[src/rtl/smbto_pkg.sv]
package smbto_pkg;
  localparam int SMBTO_SYNC_STAGES = 2;

  function automatic int cnt_width(input int maxv);
    return (maxv <= 1) ? 1 : $clog2(maxv + 1);
  endfunction
endpackage

[src/rtl/smbto_sync.sv]
module smbto_sync #(
  parameter int   STAGES  = 2,
  parameter logic RST_VAL = 1'b1
) (
  input  logic clk,
  input  logic rst_n,
  input  logic d,
  output logic q
);
  logic [STAGES-1:0] chain;

  generate
    if (STAGES == 1) begin : g_one
      always_ff @(posedge clk or negedge rst_n) begin
        if (!rst_n) chain <= RST_VAL;
        else        chain <= d;
      end
    end else begin : g_many
      always_ff @(posedge clk or negedge rst_n) begin
        if (!rst_n) chain <= {STAGES{RST_VAL}};
        else        chain <= {chain[STAGES-2:0], d};
      end
    end
  endgenerate

  assign q = chain[STAGES-1];
endmodule

[src/rtl/smbto_prescale.sv]
module smbto_prescale #(
  parameter int DIV = 125000
) (
  input  logic clk,
  input  logic rst_n,
  input  logic run,
  output logic tick
);
  import smbto_pkg::*;
  localparam int PW = cnt_width(DIV - 1);
  localparam logic [PW-1:0] PRE_LAST = PW'(DIV - 1);

  logic [PW-1:0] pre_cnt;

  assign tick = run && (pre_cnt == PRE_LAST);

  always_ff @(posedge clk or negedge rst_n) begin
    if (!rst_n)             pre_cnt <= '0;
    else if (!run || tick)  pre_cnt <= '0;
    else                    pre_cnt <= pre_cnt + 1'b1;
  end
endmodule

[src/rtl/smbto_mscount.sv]
module smbto_mscount #(
  parameter int LIMIT = 30,
  parameter int MW    = 5
) (
  input  logic          clk,
  input  logic          rst_n,
  input  logic          run,
  input  logic          tick,
  output logic [MW-1:0] ms_cnt,
  output logic          expire
);
  localparam logic [MW-1:0] MS_SAT  = MW'(LIMIT);
  localparam logic [MW-1:0] MS_LAST = MW'(LIMIT - 1);

  assign expire = run && tick && (ms_cnt == MS_LAST);

  always_ff @(posedge clk or negedge rst_n) begin
    if (!rst_n)                      ms_cnt <= '0;
    else if (!run)                   ms_cnt <= '0;
    else if (tick && ms_cnt != MS_SAT) ms_cnt <= ms_cnt + 1'b1;
  end
endmodule

[src/rtl/smbto_flag.sv]
module smbto_flag (
  input  logic clk,
  input  logic rst_n,
  input  logic set,
  input  logic clr,
  output logic flag
);
  always_ff @(posedge clk or negedge rst_n) begin
    if (!rst_n)   flag <= 1'b0;
    else if (set) flag <= 1'b1;
    else if (clr) flag <= 1'b0;
  end
endmodule

[src/rtl/smb_lowtime_guard.sv]
module smb_lowtime_guard #(
  parameter int CLK_PER_MS   = 125000,
  parameter int LIMIT_MS     = 30,
  parameter bit EN_RST_PULSE = 1'b1
) (
  input  logic clk,
  input  logic rst_n,
  input  logic scl_raw,
  input  logic smb_en,
  input  logic slave_idle,
  input  logic to_clr,
  output logic to_irq,
  output logic to_rst_pulse
);
  import smbto_pkg::*;
  localparam int MW = cnt_width(LIMIT_MS);

  logic          scl_s;
  logic          run;
  logic          tick;
  logic          expire;
  logic [MW-1:0] ms_cnt;

  smbto_sync #(.STAGES(SMBTO_SYNC_STAGES), .RST_VAL(1'b1)) u_sync (
    .clk(clk), .rst_n(rst_n), .d(scl_raw), .q(scl_s)
  );

  // Counting is allowed only for a busy slave in timeout mode with the line low
  assign run = smb_en && !slave_idle && !scl_s;

  smbto_prescale #(.DIV(CLK_PER_MS)) u_pre (
    .clk(clk), .rst_n(rst_n), .run(run), .tick(tick)
  );

  smbto_mscount #(.LIMIT(LIMIT_MS), .MW(MW)) u_ms (
    .clk(clk), .rst_n(rst_n), .run(run), .tick(tick),
    .ms_cnt(ms_cnt), .expire(expire)
  );

  smbto_flag u_flag (
    .clk(clk), .rst_n(rst_n), .set(expire), .clr(to_clr), .flag(to_irq)
  );

  generate
    if (EN_RST_PULSE) begin : g_pulse
      logic pulse_q;
      always_ff @(posedge clk or negedge rst_n) begin
        if (!rst_n) pulse_q <= 1'b0;
        else        pulse_q <= expire;
      end
      assign to_rst_pulse = pulse_q;
    end else begin : g_nopulse
      assign to_rst_pulse = 1'b0;
    end
  endgenerate
endmodule

[config.mk]
export PLATFORM = sky130hd
export DESIGN_NAME = smb_lowtime_guard
export DESIGN_NICKNAME = d
export VERILOG_FILES = /design/src/rtl/smbto_pkg.sv /design/src/rtl/smbto_sync.sv /design/src/rtl/smbto_prescale.sv /design/src/rtl/smbto_mscount.sv /design/src/rtl/smbto_flag.sv /design/src/rtl/smb_lowtime_guard.sv
export SDC_FILE = /design/constraint.sdc
export NUM_CORES = 1
export LEC_CHECK = 0
export BUFFER_PORTS_ARGS = -buffer_cell sky130_fd_sc_hd__buf_2
export CAP_MARGIN = 20
export CORE_UTILIZATION = 50
export CTS_BUF_LIST = sky130_fd_sc_hd__clkbuf_8 sky130_fd_sc_hd__clkbuf_16
export CTS_CLUSTER_SIZE = 20
export DETAILED_ROUTE_END_ITERATION = 16
export HOLD_SLACK_MARGIN = 0.08
export PLACE_DENSITY = 0.68
export SYNTH_ARGS = -nofsm -noshare
export SYNTH_HDL_FRONTEND = slang
export SYNTH_SLANG_ARGS = --single-unit
[constraint.sdc]
create_clock -name clk -period 2.5 [get_ports clk]
set_clock_uncertainty 0.05 [all_clocks]
set_input_delay 0.125 -clock clk [delete_from_list [all_inputs] [get_ports clk]]
set_output_delay 0.125 -clock clk [all_outputs]
set_load 0.01 [all_outputs]
==> flow_summary.html <==
<table>
<tr><th>Metric</th><th>Value</th></tr>
<tr><th colspan="2">Route</th></tr>
<tr><td>Residual DRC count</td><td>0</td></tr>
<tr><td>Detailed-route vias per instance</td><td>about 5.7</td></tr>
<tr><td>Antenna Nets Post-Route</td><td>0</td></tr>
<tr><td>Total iterations of the first detailed-routing run</td><td>4</td></tr>
<tr><td>Initial detailed-routing violation count</td><td>9</td></tr>
<tr><td>Mean routed wirelength per cell</td><td>between 10 and 15 um</td></tr>
<tr><td>Final wirelength</td><td>~2.3 mm</td></tr>
<tr><td>Vias after detailed routing</td><td>963</td></tr>
<tr><th colspan="2">Power and ir drop</th></tr>
<tr><td>Pleak</td><td>between 0.5 and 0.6 nW</td></tr>
<tr><td>NetSw</td><td>approximately 0.13 mW</td></tr>
<tr><td>Pwr Density</td><td>~480 nW/um2</td></tr>
<tr><td>Max IR drop VDD</td><td>approximately 0.46 mV</td></tr>
<tr><td>Net switching fraction of the power</td><td>slightly below 20%</td></tr>
<tr><td>Share of total power in sequential cells</td><td>between 60% and 70%</td></tr>
<tr><td>Clock share of power</td><td>33.7%</td></tr>
<tr><td>Power Internal</td><td>0.541 mW</td></tr>
<tr><td>Combinational cell fraction of total power</td><td>under 10%</td></tr>
<tr><td>Total power</td><td>between 0.6 and 0.7 mW</td></tr>
<tr><th colspan="2">Worst setup path</th></tr>
<tr><td>Cell with the largest stage delay on the worst path</td><td>sky130_fd_sc_hd__or4_1</td></tr>
<tr><td>Endpoint arrival time on the critical path</td><td>around 2.4 ns</td></tr>
<tr><td>Category of cells accounting for the largest share of critical-path delay</td><td>simple AND/OR/NAND/NOR gates</td></tr>
<tr><td>Required arrival time at the worst endpoint</td><td>around 2.7 ns</td></tr>
<tr><td>Longest individual stage delay on the worst path</td><td>approximately 0.65 ns</td></tr>
<tr><td>Capturing element type of the critical path</td><td>flip-flop</td></tr>
<tr><td>Worst setup SP type</td><td>flip-flop</td></tr>
<tr><td>Type of the worst setup path</td><td>reg2reg</td></tr>
<tr><td>CP Max Fanout</td><td>9</td></tr>
<tr><td>Crit path cell chain</td><td>or4b_1, or4_1, or3_1, a21oi_1</td></tr>
<tr><td>Buffers &amp; Inverters on Critical Path</td><td>0</td></tr>
<tr><th colspan="2">GRT</th></tr>
<tr><td>Leftover overflow at the end of global routing</td><td>0</td></tr>
<tr><td>Via count of the first global-routing pass</td><td>882</td></tr>
<tr><td>Wire length of the first global-routing pass</td><td>~4.0 mm</td></tr>
<tr><td>Antenna violations before repair</td><td>0</td></tr>
<tr><td>Global routing usage summed across all routing layers</td><td>between 20% and 30%</td></tr>
<tr><td>Maximum number of pins on one net before global-route repair</td><td>27</td></tr>
<tr><th colspan="2">STA</th></tr>
<tr><td>Unrepaired setup endpoints after global routing</td><td>no</td></tr>
<tr><td>Minimum clock period</td><td>between 2 and 2.5 ns</td></tr>
<tr><td>TNS Setup</td><td>0 ns</td></tr>
<tr><td>Max Clock Freq</td><td>between 400 and 500 MHz</td></tr>
<tr><td>Final setup violating endpoints</td><td>0</td></tr>
<tr><td>Final-report hold violation count</td><td>0</td></tr>
<tr><td>Transition time at the pin with the least slew margin</td><td>~0.61 ns</td></tr>
<tr><td>Remaining max-slew budget at the tightest pin</td><td>59.2%</td></tr>
<tr><td>Period Utilization, post-route</td><td>around nine tenths</td></tr>
<tr><td>Slew Viols, Final</td><td>0</td></tr>
<tr><th colspan="2">Die</th></tr>
<tr><td>Die width</td><td>between 50 and 60 um</td></tr>
<tr><td>Core Area</td><td>2320 um2</td></tr>
<tr><td>Boundary Pins</td><td>8</td></tr>
<tr><td>Die footprint</td><td>~2800 um2</td></tr>
<tr><td>Count of standard-cell rows</td><td>17</td></tr>
<tr><td>Die boundary height</td><td>52.5 um</td></tr>
<tr><td>Starting density of the core</td><td>a little under three fifths</td></tr>
<tr><th colspan="2">Final layout</th></tr>
<tr><td>Net count reported at finish</td><td>around 150</td></tr>
<tr><td>Antenna cells</td><td>0</td></tr>
<tr><td>Most common cell after layout, fill and taps aside</td><td>sky130_fd_sc_hd__dfrtp_1</td></tr>
<tr><td>Area grow syn2layout</td><td>10.4%</td></tr>
<tr><td>Multi-input gate area in the final layout</td><td>599 um2</td></tr>
<tr><td>Most frequent cells in the layout</td><td>24 x sky130_fd_sc_hd__dfrtp_1, 17 x sky130_fd_sc_hd__nor2_1, 10 x sky130_fd_sc_hd__xnor2_1</td></tr>
<tr><td>Sequential standard cell area</td><td>653 um2</td></tr>
<tr><td>Share of layout cells above drive strength 1</td><td>around 11%</td></tr>
<tr><td>Filler Cells Inserted</td><td>between 200 and 250</td></tr>
<tr><th colspan="2">CTS</th></tr>
<tr><td>H-Tree Depth</td><td>1</td></tr>
<tr><td>TritonCTS clock tree</td><td>yes</td></tr>
<tr><td>Clock tree root driver cell</td><td>sky130_fd_sc_hd__clkbuf_8</td></tr>
<tr><td>TritonCTS Sinks</td><td>26</td></tr>
<tr><td>Buffer depth of the longest clock path</td><td>2</td></tr>
<tr><td>Source-to-sink clock delay at the later pin of the worst-skew pair</td><td>0.26 ns</td></tr>
<tr><td>TritonCTS Buffers</td><td>3</td></tr>
<tr><td>Clock-pin transition on the worst setup and hold timing paths</td><td>0.09 ns</td></tr>
<tr><th colspan="2">Yosys</th></tr>
<tr><td>Fraction of synthesis flops using an asynchronous set or reset pin</td><td>100%</td></tr>
<tr><td>Synthesized instance count</td><td>128</td></tr>
<tr><td>Leading cell types by total area after synthesis</td><td>sky130_fd_sc_hd__dfrtp_1 47%, sky130_fd_sc_hd__xnor2_1 6.9%, sky130_fd_sc_hd__nor2_1 5.0%</td></tr>
<tr><td>Proportion of synthesized chip area in sequential cells</td><td>between 50% and 60%</td></tr>
<tr><td>Synthesized netlist net count</td><td>about 140</td></tr>
<tr><td>Area of the mapped netlist</td><td>around 1300 um2</td></tr>
<tr><td>Largest area contributor in the netlist</td><td>sky130_fd_sc_hd__dfrtp_1</td></tr>
<tr><td>Post-synth EDFFs</td><td>0</td></tr>
<tr><td>Unique cell type count in the Yosys netlist</td><td>30</td></tr>
<tr><td>Post-synth top area share</td><td>47.0%</td></tr>
<tr><td>Flop and latch count out of synthesis</td><td>26</td></tr>
<tr><td>Most common flop cell mapped by yosys</td><td>sky130_fd_sc_hd__dfrtp_1</td></tr>
<tr><td>Yosys warning total</td><td>0</td></tr>
<tr><td>Post-Syn Area per Cell</td><td>between 9 and 10 um2</td></tr>
<tr><th colspan="2">Min path</th></tr>
<tr><td>Kind of path behind the tightest hold check</td><td>in2reg</td></tr>
<tr><th colspan="2">Run status</th></tr>
<tr><td>Run status</td><td>completed</td></tr>
<tr><th colspan="2">Placed design</th></tr>
<tr><td>Buffers on Ports</td><td>7</td></tr>
<tr><td>GP Congestion</td><td>0.851</td></tr>
<tr><td>DP HPWL</td><td>around 1.7 mm</td></tr>
<tr><th colspan="2">Run</th></tr>
<tr><td>Max-cap violations</td><td>0</td></tr>
</table>
## worst min-delay path, cell delays in order
cell	delay [ns]
sky130_fd_sc_hd__buf_2	0.10
sky130_fd_sc_hd__inv_1	0.05
sky130_fd_sc_hd__a21o_1	0.10
## flip-flops by register name, summed over array words and instances, names as in the netlist
signal and flops:
to_rst_pulse 1, u_flag.flag 1, u_ms.ms_cnt 5, u_pre.pre_cnt 17, u_sync.chain 2
## area by class of cell
type	instances	area share [%]
timing repair buffer	10	4.44
inverter	4	1.06
clock inverter	1	0.266
tap	28	2.48
clock buffer	3	2.93
multi-input combinational	96	42.5
sequential	26	46.3
## cell families (layout without fill, tap and decap cells)
logic type / count (synthesis) / after routing / share of synthesized area (%)
AOI/OAI and AO/OA: 12 / 12 / 5.29
xor gates and xnor gates: 14 / 14 / 9.60
adders and majority gates: 4 / 4 / 3.92
buffers and inverters: 6 / 18 / 1.96
DFF: 26 / 26 / 51.1
and+or+nand+nor: 66 / 66 / 28.1
## path summary, 6_finish.rpt
path                              startpoint                to  slack [ns]  cells past startpoint
setup / recovery           u_pre.pre_cnt[10]    u_ms.ms_cnt[3]        0.20                      4
hold / removal                        to_clr       u_flag.flag        0.09                      3
setup reg to reg           u_pre.pre_cnt[10]    u_ms.ms_cnt[3]        0.20                      4
hold reg to reg              u_sync.chain[0]   u_sync.chain[1]        0.31                      0
max in group asynchronous              rst_n   u_sync.chain[0]        1.69                      2
min in group asynchronous              rst_n  u_pre.pre_cnt[4]        0.33                      2
## what timing repair did
action	in CTS	in global routing
resized for setup	0	0
hold endpoints to repair	25	0
buffers inserted	0	0
hold buffers	2	0
## power by group through the flow
stage               registers (mW)  clock network (mW)  logic (mW)
finish                       0.425               0.227      0.0216
global route                 0.426               0.263      0.0252
CTS                          0.425               0.238      0.0223
detailed placement           0.434                   0      0.0201
global placement             0.433                   0      0.0197
floorplan                    0.433                   0     0.00552
## synthesized netlist by cell type, types with 2 or more instances
| master | count |
|---|---|
| sky130_fd_sc_hd__ha_1 | 4 |
| sky130_fd_sc_hd__nor4_1 | 6 |
| sky130_fd_sc_hd__or4_1 | 2 |
| sky130_fd_sc_hd__xnor2_1 | 10 |
| sky130_fd_sc_hd__or4b_1 | 2 |
| sky130_fd_sc_hd__dfstp_2 | 2 |
| sky130_fd_sc_hd__nand4_1 | 6 |
| sky130_fd_sc_hd__nor3b_1 | 2 |
| sky130_fd_sc_hd__nor2_1 | 17 |
| sky130_fd_sc_hd__xor2_1 | 4 |
| sky130_fd_sc_hd__inv_1 | 4 |
| sky130_fd_sc_hd__or3_1 | 2 |
| sky130_fd_sc_hd__a21oi_1 | 6 |
| sky130_fd_sc_hd__nand3_1 | 8 |
| sky130_fd_sc_hd__and3_1 | 3 |
| sky130_fd_sc_hd__nor3_1 | 4 |
| sky130_fd_sc_hd__o21ai_0 | 3 |
| sky130_fd_sc_hd__dfrtp_1 | 24 |
| sky130_fd_sc_hd__nand2_1 | 8 |
## per-layer routing
metal / GRT usage [%] / routed length (um) / share of wire [%]
met5: 0 / 0 / 0
met4: 2.63 / 8 / 0.35
met3: 6.09 / 113 / 5.0
met2: 30.4 / 999 / 44
met1: 29.6 / 1150 / 51
## stage by stage
| step | utilization [%] | cells | hold slack (ns) | setup slack [ns] | area, um2 |
|---|---|---|---|---|---|
| 3_3_place_gp | 58.0 | 162 | 0.100 | 0.242 | 1350 |
| 2_1_floorplan | - | 128 | -0.221 | 0.319 | 1280 |
| 3_5_place_dp | 58.0 | 162 | 0.106 | 0.198 | 1350 |
| 5_1_grt | 60.8 | 168 | 0.0887 | 0.0764 | 1410 |
| 4_1_cts | 60.8 | 168 | 0.0895 | 0.202 | 1410 |
| 6_report | 60.8 | 168 | 0.0887 | 0.203 | 1410 |
Note: power is estimated with default switching activity, not from simulation.
